$ cat src/rtl/irq_pkg.sv
package irq_pkg;
  localparam logic [1:0] A_CTL  = 2'd0;
  localparam logic [1:0] A_CORE = 2'd1;
  localparam logic [1:0] A_PEN  = 2'd2;
  localparam logic [1:0] A_PFLG = 2'd3;

  localparam int CTL_GBL   = 0;
  localparam int CTL_PGRP  = 1;
  localparam int CTL_RISE  = 2;
  localparam int CTL_EXTEN = 3;
  localparam int CTL_TMREN = 4;
  localparam int CTL_CHGEN = 5;
  localparam int CTL_W     = 6;

  localparam int FLG_EXT = 0;
  localparam int FLG_TMR = 1;
  localparam int FLG_CHG = 2;
  localparam int CORE_W  = 3;
endpackage

$ cat src/rtl/irq_edge_sync.sv
module irq_edge_sync (
  input  logic clk,
  input  logic rst_n,
  input  logic pin,
  input  logic rise_sel,
  output logic edge_hit,
  output logic sync_lvl
);
  logic ff1, ff2, prev;

  function automatic logic edge_match(input logic cur, input logic old, input logic rise);
    return rise ? (cur & ~old) : (~cur & old);
  endfunction

  always_ff @(posedge clk or negedge rst_n) begin
    if (!rst_n) begin
      ff1  <= 1'b0;
      ff2  <= 1'b0;
      prev <= 1'b0;
    end else begin
      ff1  <= pin;
      ff2  <= ff1;
      prev <= ff2;
    end
  end

  assign sync_lvl = ff2;
  assign edge_hit = edge_match(ff2, prev, rise_sel);

  // a rising-mode hit only with the synchronized level high
  assert_rise_level_R2: assert property (@(posedge clk) disable iff (!rst_n)
    (edge_hit && rise_sel) |-> sync_lvl);
  // a falling-mode hit only with the synchronized level low
  assert_fall_level_R3: assert property (@(posedge clk) disable iff (!rst_n)
    (edge_hit && !rise_sel) |-> !sync_lvl);
endmodule

$ cat src/rtl/irq_wrap_det.sv
module irq_wrap_det #(
  parameter int TW = 8
) (
  input  logic          clk,
  input  logic          rst_n,
  input  logic [TW-1:0] cnt,
  output logic          wrap
);
  logic [TW-1:0] cnt_prev;

  function automatic logic wrap_seen(input logic [TW-1:0] old, input logic [TW-1:0] cur);
    return (old == {TW{1'b1}}) && (cur == {TW{1'b0}});
  endfunction

  always_ff @(posedge clk or negedge rst_n) begin
    if (!rst_n) cnt_prev <= '0;
    else        cnt_prev <= cnt;
  end

  assign wrap = wrap_seen(cnt_prev, cnt);

  // a wrap pulse never repeats on the next cycle unless the count wrapped again
  assert_wrap_single_R4: assert property (@(posedge clk) disable iff (!rst_n)
    wrap |=> (!wrap || $past(cnt) != cnt));
endmodule

$ cat src/rtl/irq_flag_bank.sv
module irq_flag_bank #(
  parameter int W = 8
) (
  input  logic         clk,
  input  logic         rst_n,
  input  logic         wr_hit,
  input  logic         wr_set,
  input  logic [W-1:0] wr_mask,
  input  logic [W-1:0] evt,
  output logic [W-1:0] q
);
  function automatic logic [W-1:0] next_bits(
    input logic [W-1:0] cur, input logic hit, input logic set,
    input logic [W-1:0] mask, input logic [W-1:0] ev);
    logic [W-1:0] base;
    if (!hit)     base = cur;
    else if (set) base = cur | mask;
    else          base = cur & ~mask;
    return base | ev;
  endfunction

  always_ff @(posedge clk or negedge rst_n) begin
    if (!rst_n) q <= '0;
    else        q <= next_bits(q, wr_hit, wr_set, wr_mask, evt);
  end

  // any bit hit by an event is set next cycle, even under a clear write
  assert_evt_wins_R7: assert property (@(posedge clk) disable iff (!rst_n)
    (|evt) |=> ((q & $past(evt)) == $past(evt)));
  // without a clear write no bit falls
  assert_no_hw_clear_R6: assert property (@(posedge clk) disable iff (!rst_n)
    !(wr_hit && !wr_set) |=> ((q & $past(q)) == $past(q)));
endmodule

$ cat src/rtl/irq_combine.sv
module irq_combine #(
  parameter int NPER = 8
) (
  input  logic            clk,
  input  logic            rst_n,
  input  logic [2:0]      core_flg,
  input  logic [2:0]      core_en,
  input  logic            gbl_en,
  input  logic            pgrp_en,
  input  logic [NPER-1:0] per_flg,
  input  logic [NPER-1:0] per_en,
  output logic            irq,
  output logic            wake
);
  logic core_any, per_any;

  function automatic logic any_armed(input logic [NPER-1:0] f, input logic [NPER-1:0] e);
    return |(f & e);
  endfunction

  assign core_any = |(core_flg & core_en);
  assign per_any  = any_armed(per_flg, per_en);
  assign wake     = core_any | per_any;
  assign irq      = gbl_en & (core_any | (pgrp_en & per_any));

  // no request with the global gate shut
  assert_irq_gated_R8: assert property (@(posedge clk) disable iff (!rst_n)
    irq |-> gbl_en);
  // every request is also a wake condition
  assert_irq_wakes_R9: assert property (@(posedge clk) disable iff (!rst_n)
    irq |-> wake);
endmodule

$ cat src/rtl/irq_flag_ctrl.sv
module irq_flag_ctrl #(
  parameter int DW   = 8,
  parameter int NPER = 8,
  parameter int TW   = 8
) (
  input  logic            clk,
  input  logic            rst_n,
  input  logic            ext_pin,
  input  logic [TW-1:0]   tmr_cnt,
  input  logic            port_chg,
  input  logic [NPER-1:0] periph_evt,
  input  logic            bus_wr,
  input  logic            bus_op,
  input  logic [1:0]      bus_addr,
  input  logic [DW-1:0]   bus_wdata,
  output logic [DW-1:0]   bus_rdata,
  output logic            irq_req,
  output logic            wake_req
);
  import irq_pkg::*;

  logic [CTL_W-1:0]  ctl_q;
  logic [CORE_W-1:0] core_q;
  logic [NPER-1:0]   pen_q, pflg_q;
  logic              ext_edge, ext_lvl, tmr_wrap;
  logic [CORE_W-1:0] core_evt;
  logic [DW-1:0]     rd_next;

  irq_edge_sync u_sync (
    .clk(clk), .rst_n(rst_n), .pin(ext_pin), .rise_sel(ctl_q[CTL_RISE]),
    .edge_hit(ext_edge), .sync_lvl(ext_lvl));

  irq_wrap_det #(.TW(TW)) u_wrap (
    .clk(clk), .rst_n(rst_n), .cnt(tmr_cnt), .wrap(tmr_wrap));

  assign core_evt = {port_chg, tmr_wrap, ext_edge};

  irq_flag_bank #(.W(CTL_W)) u_ctl (
    .clk(clk), .rst_n(rst_n), .wr_hit(bus_wr && bus_addr == A_CTL), .wr_set(bus_op),
    .wr_mask(bus_wdata[CTL_W-1:0]), .evt('0), .q(ctl_q));

  irq_flag_bank #(.W(CORE_W)) u_core (
    .clk(clk), .rst_n(rst_n), .wr_hit(bus_wr && bus_addr == A_CORE), .wr_set(bus_op),
    .wr_mask(bus_wdata[CORE_W-1:0]), .evt(core_evt), .q(core_q));

  irq_flag_bank #(.W(NPER)) u_pen (
    .clk(clk), .rst_n(rst_n), .wr_hit(bus_wr && bus_addr == A_PEN), .wr_set(bus_op),
    .wr_mask(bus_wdata[NPER-1:0]), .evt('0), .q(pen_q));

  irq_flag_bank #(.W(NPER)) u_pflg (
    .clk(clk), .rst_n(rst_n), .wr_hit(bus_wr && bus_addr == A_PFLG), .wr_set(bus_op),
    .wr_mask(bus_wdata[NPER-1:0]), .evt(periph_evt), .q(pflg_q));

  irq_combine #(.NPER(NPER)) u_comb (
    .clk(clk), .rst_n(rst_n), .core_flg(core_q),
    .core_en({ctl_q[CTL_CHGEN], ctl_q[CTL_TMREN], ctl_q[CTL_EXTEN]}),
    .gbl_en(ctl_q[CTL_GBL]), .pgrp_en(ctl_q[CTL_PGRP]),
    .per_flg(pflg_q), .per_en(pen_q), .irq(irq_req), .wake(wake_req));

  always_comb begin
    case (bus_addr)
      A_CTL:   rd_next = DW'(ctl_q);
      A_CORE:  rd_next = DW'(core_q);
      A_PEN:   rd_next = DW'(pen_q);
      default: rd_next = DW'(pflg_q);
    endcase
  end

  always_ff @(posedge clk or negedge rst_n) begin
    if (!rst_n) bus_rdata <= '0;
    else        bus_rdata <= rd_next;
  end

  // a timer wrap leaves the timer flag set
  assert_tmr_flag_R4: assert property (@(posedge clk) disable iff (!rst_n)
    tmr_wrap |=> core_q[FLG_TMR]);
  // a detected pin edge leaves the external flag set
  assert_ext_flag_R2: assert property (@(posedge clk) disable iff (!rst_n)
    ext_edge |=> core_q[FLG_EXT]);
  // read data follows the previously presented address
  assert_read_path_R10: assert property (@(posedge clk) disable iff (!rst_n)
    (bus_addr == A_CTL && !bus_wr) |=> (bus_rdata == DW'($past(ctl_q))));
  // the edge detector only fires after the pin level actually moved
  assert_lvl_moved_R2: assert property (@(posedge clk) disable iff (!rst_n)
    ext_edge |-> (ext_lvl != $past(ext_lvl)));
endmodule

$ cat config.mk
export PLATFORM = sky130hd
export DESIGN_NAME = irq_flag_ctrl
export DESIGN_NICKNAME = d
export VERILOG_FILES = /design/src/rtl/irq_pkg.sv /design/src/rtl/irq_edge_sync.sv /design/src/rtl/irq_wrap_det.sv /design/src/rtl/irq_flag_bank.sv /design/src/rtl/irq_combine.sv /design/src/rtl/irq_flag_ctrl.sv
export SDC_FILE = /design/constraint.sdc
export NUM_CORES = 1
export LEC_CHECK = 0
export BUFFER_PORTS_ARGS = -buffer_cell sky130_fd_sc_hd__buf_2
export CAP_MARGIN = 20
export CORE_MARGIN = 3
export CORE_UTILIZATION = 35
export DETAILED_ROUTE_END_ITERATION = 6
export GPL_TIMING_DRIVEN = 1
export PLACE_DENSITY = 0.66
export SETUP_SLACK_MARGIN = 0.5
export SYNTH_ARGS = -nofsm -noshare
export SYNTH_HDL_FRONTEND = slang
export SYNTH_HIERARCHICAL = 1
export SYNTH_SLANG_ARGS = --single-unit
$ cat constraint.sdc
create_clock -name clk -period 2.2 [get_ports clk]
set_clock_uncertainty 0.05 [all_clocks]
set_input_delay 0.22 -clock clk [delete_from_list [all_inputs] [get_ports clk]]
set_output_delay 0.22 -clock clk [all_outputs]
set_load 0.1 [all_outputs]
# Word-level counts from Yosys, hierarchy flattened
# Cells that the tools add are included.
dict set report classes {
  n_eq_ne 4
  muxes 8
  bitwise 23
  n_reduce_logical 9
}
# op count
set op_table {}
lappend op_table {{8-bit AND} 3}
lappend op_table {{8-bit two-way mux} 3}
lappend op_table {{8-bit OR} 3}
lappend op_table {{8-bit case mux with 3 select lines} 1}
lappend op_table {{8-bit equality test (second input constant)} 1}
lappend op_table {{8-bit logical NOT} 1}
lappend op_table {{8-bit NOT} 1}
lappend op_table {{8-bit OR reduction} 1}
lappend op_table {{3-bit AND} 2}
lappend op_table {{6-bit AND} 1}
lappend op_table {{3-bit two-way mux} 2}
lappend op_table {{6-bit two-way mux} 1}
lappend op_table {{6-bit NOT} 1}
lappend op_table {{3-bit OR} 2}
lappend op_table {{6-bit OR} 1}
lappend op_table {{1-bit logical AND} 5}
lappend op_table {{1-bit AND} 4}
lappend op_table {{2-bit equality test (second input constant)} 2}
lappend op_table {{3-bit NOT} 1}
lappend op_table {{3-bit OR reduction} 1}
lappend op_table {{2-bit by 1-bit equality test with 1-bit output (second input constant)} 1}
lappend op_table {{2-bit logical NOT} 1}
lappend op_table {{1-bit NOT} 2}
lappend op_table {{1-bit OR} 2}
lappend op_table {{1-bit two-way mux} 1}
dict set report word_totals {
  register_bits 44
}

# Longest topological paths before layout
dict set report depth {
  ltp_word 5
  ltp_mapped 6
  mapped_depth_nobuf 4
}

# Modules after synthesis
# Netlist, hierarchy kept.
# mod n_inst cells_per_inst area_per_inst_um2 seq_area_each_um2
set modules_own_cells {}
lappend modules_own_cells {{irq_flag_bank (u_pen ...)} 2 26 364.1 200.2}
lappend modules_own_cells {irq_flag_ctrl 1 30 430.4 200.2}
lappend modules_own_cells {{irq_flag_bank (u_ctl)} 1 19 281.5 150.1}
lappend modules_own_cells {irq_wrap_det 1 13 250.2 200.2}
lappend modules_own_cells {{irq_flag_bank (u_core)} 1 9 127.6 75.1}
lappend modules_own_cells {irq_edge_sync 1 6 97.6 75.1}
lappend modules_own_cells {irq_combine 1 9 68.8 0.0}

# Least setup slack after synthesis
# No wires, ideal clock.
dict set report synth_path {
  kind {flip-flop to output port}
  startpoint {reg u_pflg.q[1]}
  endpoint {out irq_req}
  arrival_ps 3006
  t_required_ps 1930
  setup_slack_ps -1076
  path_stages_with_launch 4
  path_buffers 0
  path_cell_list {dfrtp_1 > a22o_1 > a221oi_1 > a311oi_1}
}
dict set report synth_via {
  elab_chain_cells 5
}
# item line_no
set synth_lines {}
lappend synth_lines {{start: declaration} irq_flag_bank.sv:10} ;# output logic [W-1:0] q
lappend synth_lines {{start signal: assignment} irq_flag_bank.sv:24} ;# else q <= next_bits(q, wr_hit, wr_set, wr_mask, evt);
lappend synth_lines {{8-bit AND} irq_combine.sv:18} ;# return |(f & e);
lappend synth_lines {{8-bit OR reduction} irq_combine.sv:18}
lappend synth_lines {{1-bit AND} irq_combine.sv:24} ;# assign irq = gbl_en & (core_any | (pgrp_en & per_any));
lappend synth_lines {{1-bit OR} irq_combine.sv:24}
lappend synth_lines {{1-bit AND} irq_combine.sv:24}
lappend synth_lines {{end: declaration} irq_flag_ctrl.sv:17} ;# output logic irq_req,
# No other way between the ends.

# Worst setup path after layout
dict set report layout_path {
  startpoint {reg u_pflg.q[0]}
  endpoint {out irq_req}
}
# The elaborated chain is that of the path after synthesis.

==> results.cfg <==
[sta]
slew_headroom_pct = 62.8
fin_ws_ns = 0.309
tns_ns = 0
setup_viol = 0
rsz0062_at_grt = yes
fin_crit_ns = 1.89
finalMaxSlewViolations = 0
finalHoldViolCount = 0
max_freq_mhz = 529
period_share_pct = 85.9
tightest_slew_ns = 0.558

[critical_path]
reg2reg_slack_ns = 0.88
path_max_fanout = 3
rr_endpoint = u_core/q[1]$_DFF_PN0_
startpoint_type = flip-flop
required_ns = 1.93
cp-end-kind = output pin
worstSetupPathType = reg2out
critPathArrivalTime_ns = 1.62
reg2reg_depth = 3
reg2reg_from = u_wrap/cnt_prev[6]$_DFF_PN0_
cp_slowest_cell = dfrtp_1
slowest_delay_ns = 0.39
path_cells = a22o_1 > a221oi_4 > a311oi_4 > buf_12

[power_and_ir_drop]
powerDensity_nw_per_um2 = 676
ir_drop_uv = 374
finalPower_w = 0.00177
leakage_nw = 1.07

[grt]
grt_pass1_wl_um = 7810
grt_start_max_net_pins = 45
grt_pass1_vias = 1537
overflow = 0
antenna_found_initial = 0
track_usage_pct = 15.7

[floorplan]
start_util_pct = 37.4
coreArea_um2 = 5300
die_height_um = 81.3
io_pins = 42
die_area_um2 = 6610
rows = 26
die_w_um = 81.3

[placement]
hpwlAfterDp_um = 3140
place_congestion = 0.747
place_area_um2 = 2330
port_buffers = 41
dp_slack_ns = 0.317

[detailed_routing]
drtIter0Drc = 70
routed_wl_um = 4770
post_drt_wl_per_cell_um = 17.0
dr.pass1.iters = 4
viasPerCell = 5.27
ant_nets = 0
via_count = 1476
drc = 0

[hold_path]
hold_end = u_pflg/q[5]$_DFF_PN0_
min_from = periph_evt[5]
hold_depth = 2
hold_class = in2reg

[clock_network]
h-tree-depth = 2
tritoncts = yes
clk_pin_slew_worst_paths_ns = 0.08
clkSinkCount = 44
cts_buffers = 5
insertion_delay_ns = 0.29
clockBufferDepth = 2
root_buffer = clkbuf_8

[layout]
syn_to_final_growth_pct = 32.2
drive_above_1_share_pct = 37.6
fin_util_pct = 49.5
fin_nets = 241
final_cell_area_um2 = 2620
antennaDiodeCount = 0
fill_cells = 481
multi_input_area_um2 = 945
seqCellArea_um2 = 1100

[synthesis]
ys_ff_latch = 44
yosys_warnings = 6
synth_cell_type_count = 33
yosysSeqAreaShare_pct = 55.5
avgSynthCellArea_um2 = 14.4
syn_inst = 138
synth_area_um2 = 1980

[flow_run]
drv_cap = 0

[run_status]
outcome = finished, final reports clean
==> state kept, by name, indices dropped and copies added (netlist names) <==
signal	flops
u_sync/prev	1
u_wrap/cnt_prev	8
u_pflg/q	8
u_sync/ff1	1
u_ctl/q	6
u_core/q	3
bus_rdata	8
u_sync/sync_lvl	1
u_pen/q	8
==> worst max path at each step <==
stage	startpoint	endpoint	slack, ns
floorplan	u_pflg/q[1]$_DFF_PN0_	wake_req	0.33
global placement	u_pflg/q[1]$_DFF_PN0_	irq_req	0.35
detailed placement	u_pflg/q[0]$_DFF_PN0_	irq_req	0.32
CTS	u_ctl/q[3]$_DFF_PN0_	irq_req	0.31
global route	u_core/q[2]$_DFF_PN0_	irq_req	0.25
finish	u_pflg/q[0]$_DFF_PN0_	irq_req	0.31
==> layout make-up <==
class                      count  area share (%)
clock buffer                   6            2.77
multi-input combinational     99            36.0
clock inverter                 2            1.34
timing repair buffer          58            14.4
inverter                       1           0.143
sequential                    44            42.0
tap                           70            3.34
==> synthesized netlist by cell type <==
master	instances	share of area [%]
buf_1	2	0.38
a222oi_1	1	0.50
mux2i_1	2	1.0
a22o_1	5	2.2
nor2b_1	3	0.95
nand2_1	1	0.19
and3b_2	1	0.50
nand2b_1	1	0.32
nand3b_1	1	0.38
a311oi_1	1	0.44
a21boi_2	8	4.5
mux4_2	1	1.1
a21boi_1	1	0.38
a21boi_0	16	6.1
nor4_2	1	0.63
mux4_1	2	2.6
conb_1	1	0.19
dfrtp_1	44	55
nor2_1	2	0.38
nand3_1	1	0.25
mux2_4	2	1.5
clkbuf_1	1	0.19
nor3b_1	1	0.38
or4b_1	2	1.0
buf_6	4	2.3
mux2_2	1	0.57
a311o_1	23	12
inv_1	1	0.19
o21ai_2	1	0.44
and3_2	1	0.38
a221oi_1	2	0.88
a311o_2	2	1.1
nand4b_1	2	0.88
==> power by group <==
part / switching, W / total, W / internal [W]
clock network: 0.000271 / 0.000608 / 0.000337
registers: 0.0000265 / 0.000875 / 0.000849
logic: 0.000190 / 0.000291 / 0.000101
total: 0.000487 / 0.00177 / 0.00129
==> what timing repair did <==
action | in CTS | in global routing
setup buffers | 2 | 0
resized for setup | 11 | 2
hold buffers | 9 | 1
setup endpoints to repair | 2 | 3
hold endpoints to repair | 52 | 1
pin swaps | 1 | 4
==> per-stage QoR <==
stage	cells	hold WS [ns]
finish	280	0.0719
detailed placement	260	0.279
global placement	260	0.281
global route	280	0.0737
CTS	279	0.00331
floorplan	151	-0.126
==> critical path: cells and delay by family (launching register included) <==
family | cells | cell delay [ns]
buffers and inverters | 1 | 0.19
DFF | 1 | 0.39
AOI/OAI and AO/OA | 3 | 0.74
==> layout by cell type, fill, tap and decap left out, types with 5 or more instances in the layout <==
cell type	instances
dfrtp_1	44
dlygate4sd3_1	10
a22o_1	5
conb_1	14
a311o_1	23
buf_4	7
a21boi_2	8
clkbuf_8	5
a21boi_0	16
buf_2	39
==> logic make-up (layout without fill, tap and decap cells) <==
family / after synthesis / after routing / synth area share (%)
other: 1 / 14 / 0.189
AOI/OAI and AO/OA: 60 / 60 / 28.2
buffers and inverters: 8 / 67 / 3.03
muxes: 8 / 8 / 6.87
DFF: 44 / 44 / 55.5
and+or+nand+nor: 17 / 17 / 6.24
==> per-layer routing <==
metal	GRT usage [%]	up-vias	share of wire, %
met4	4.05	0	1.0
met1	19.9	751	43
met5	0	-	0
met2	26.7	30	52
met3	3.88	4	4.3
li1	-	691	-
Power figures use the tool's default switching activity.
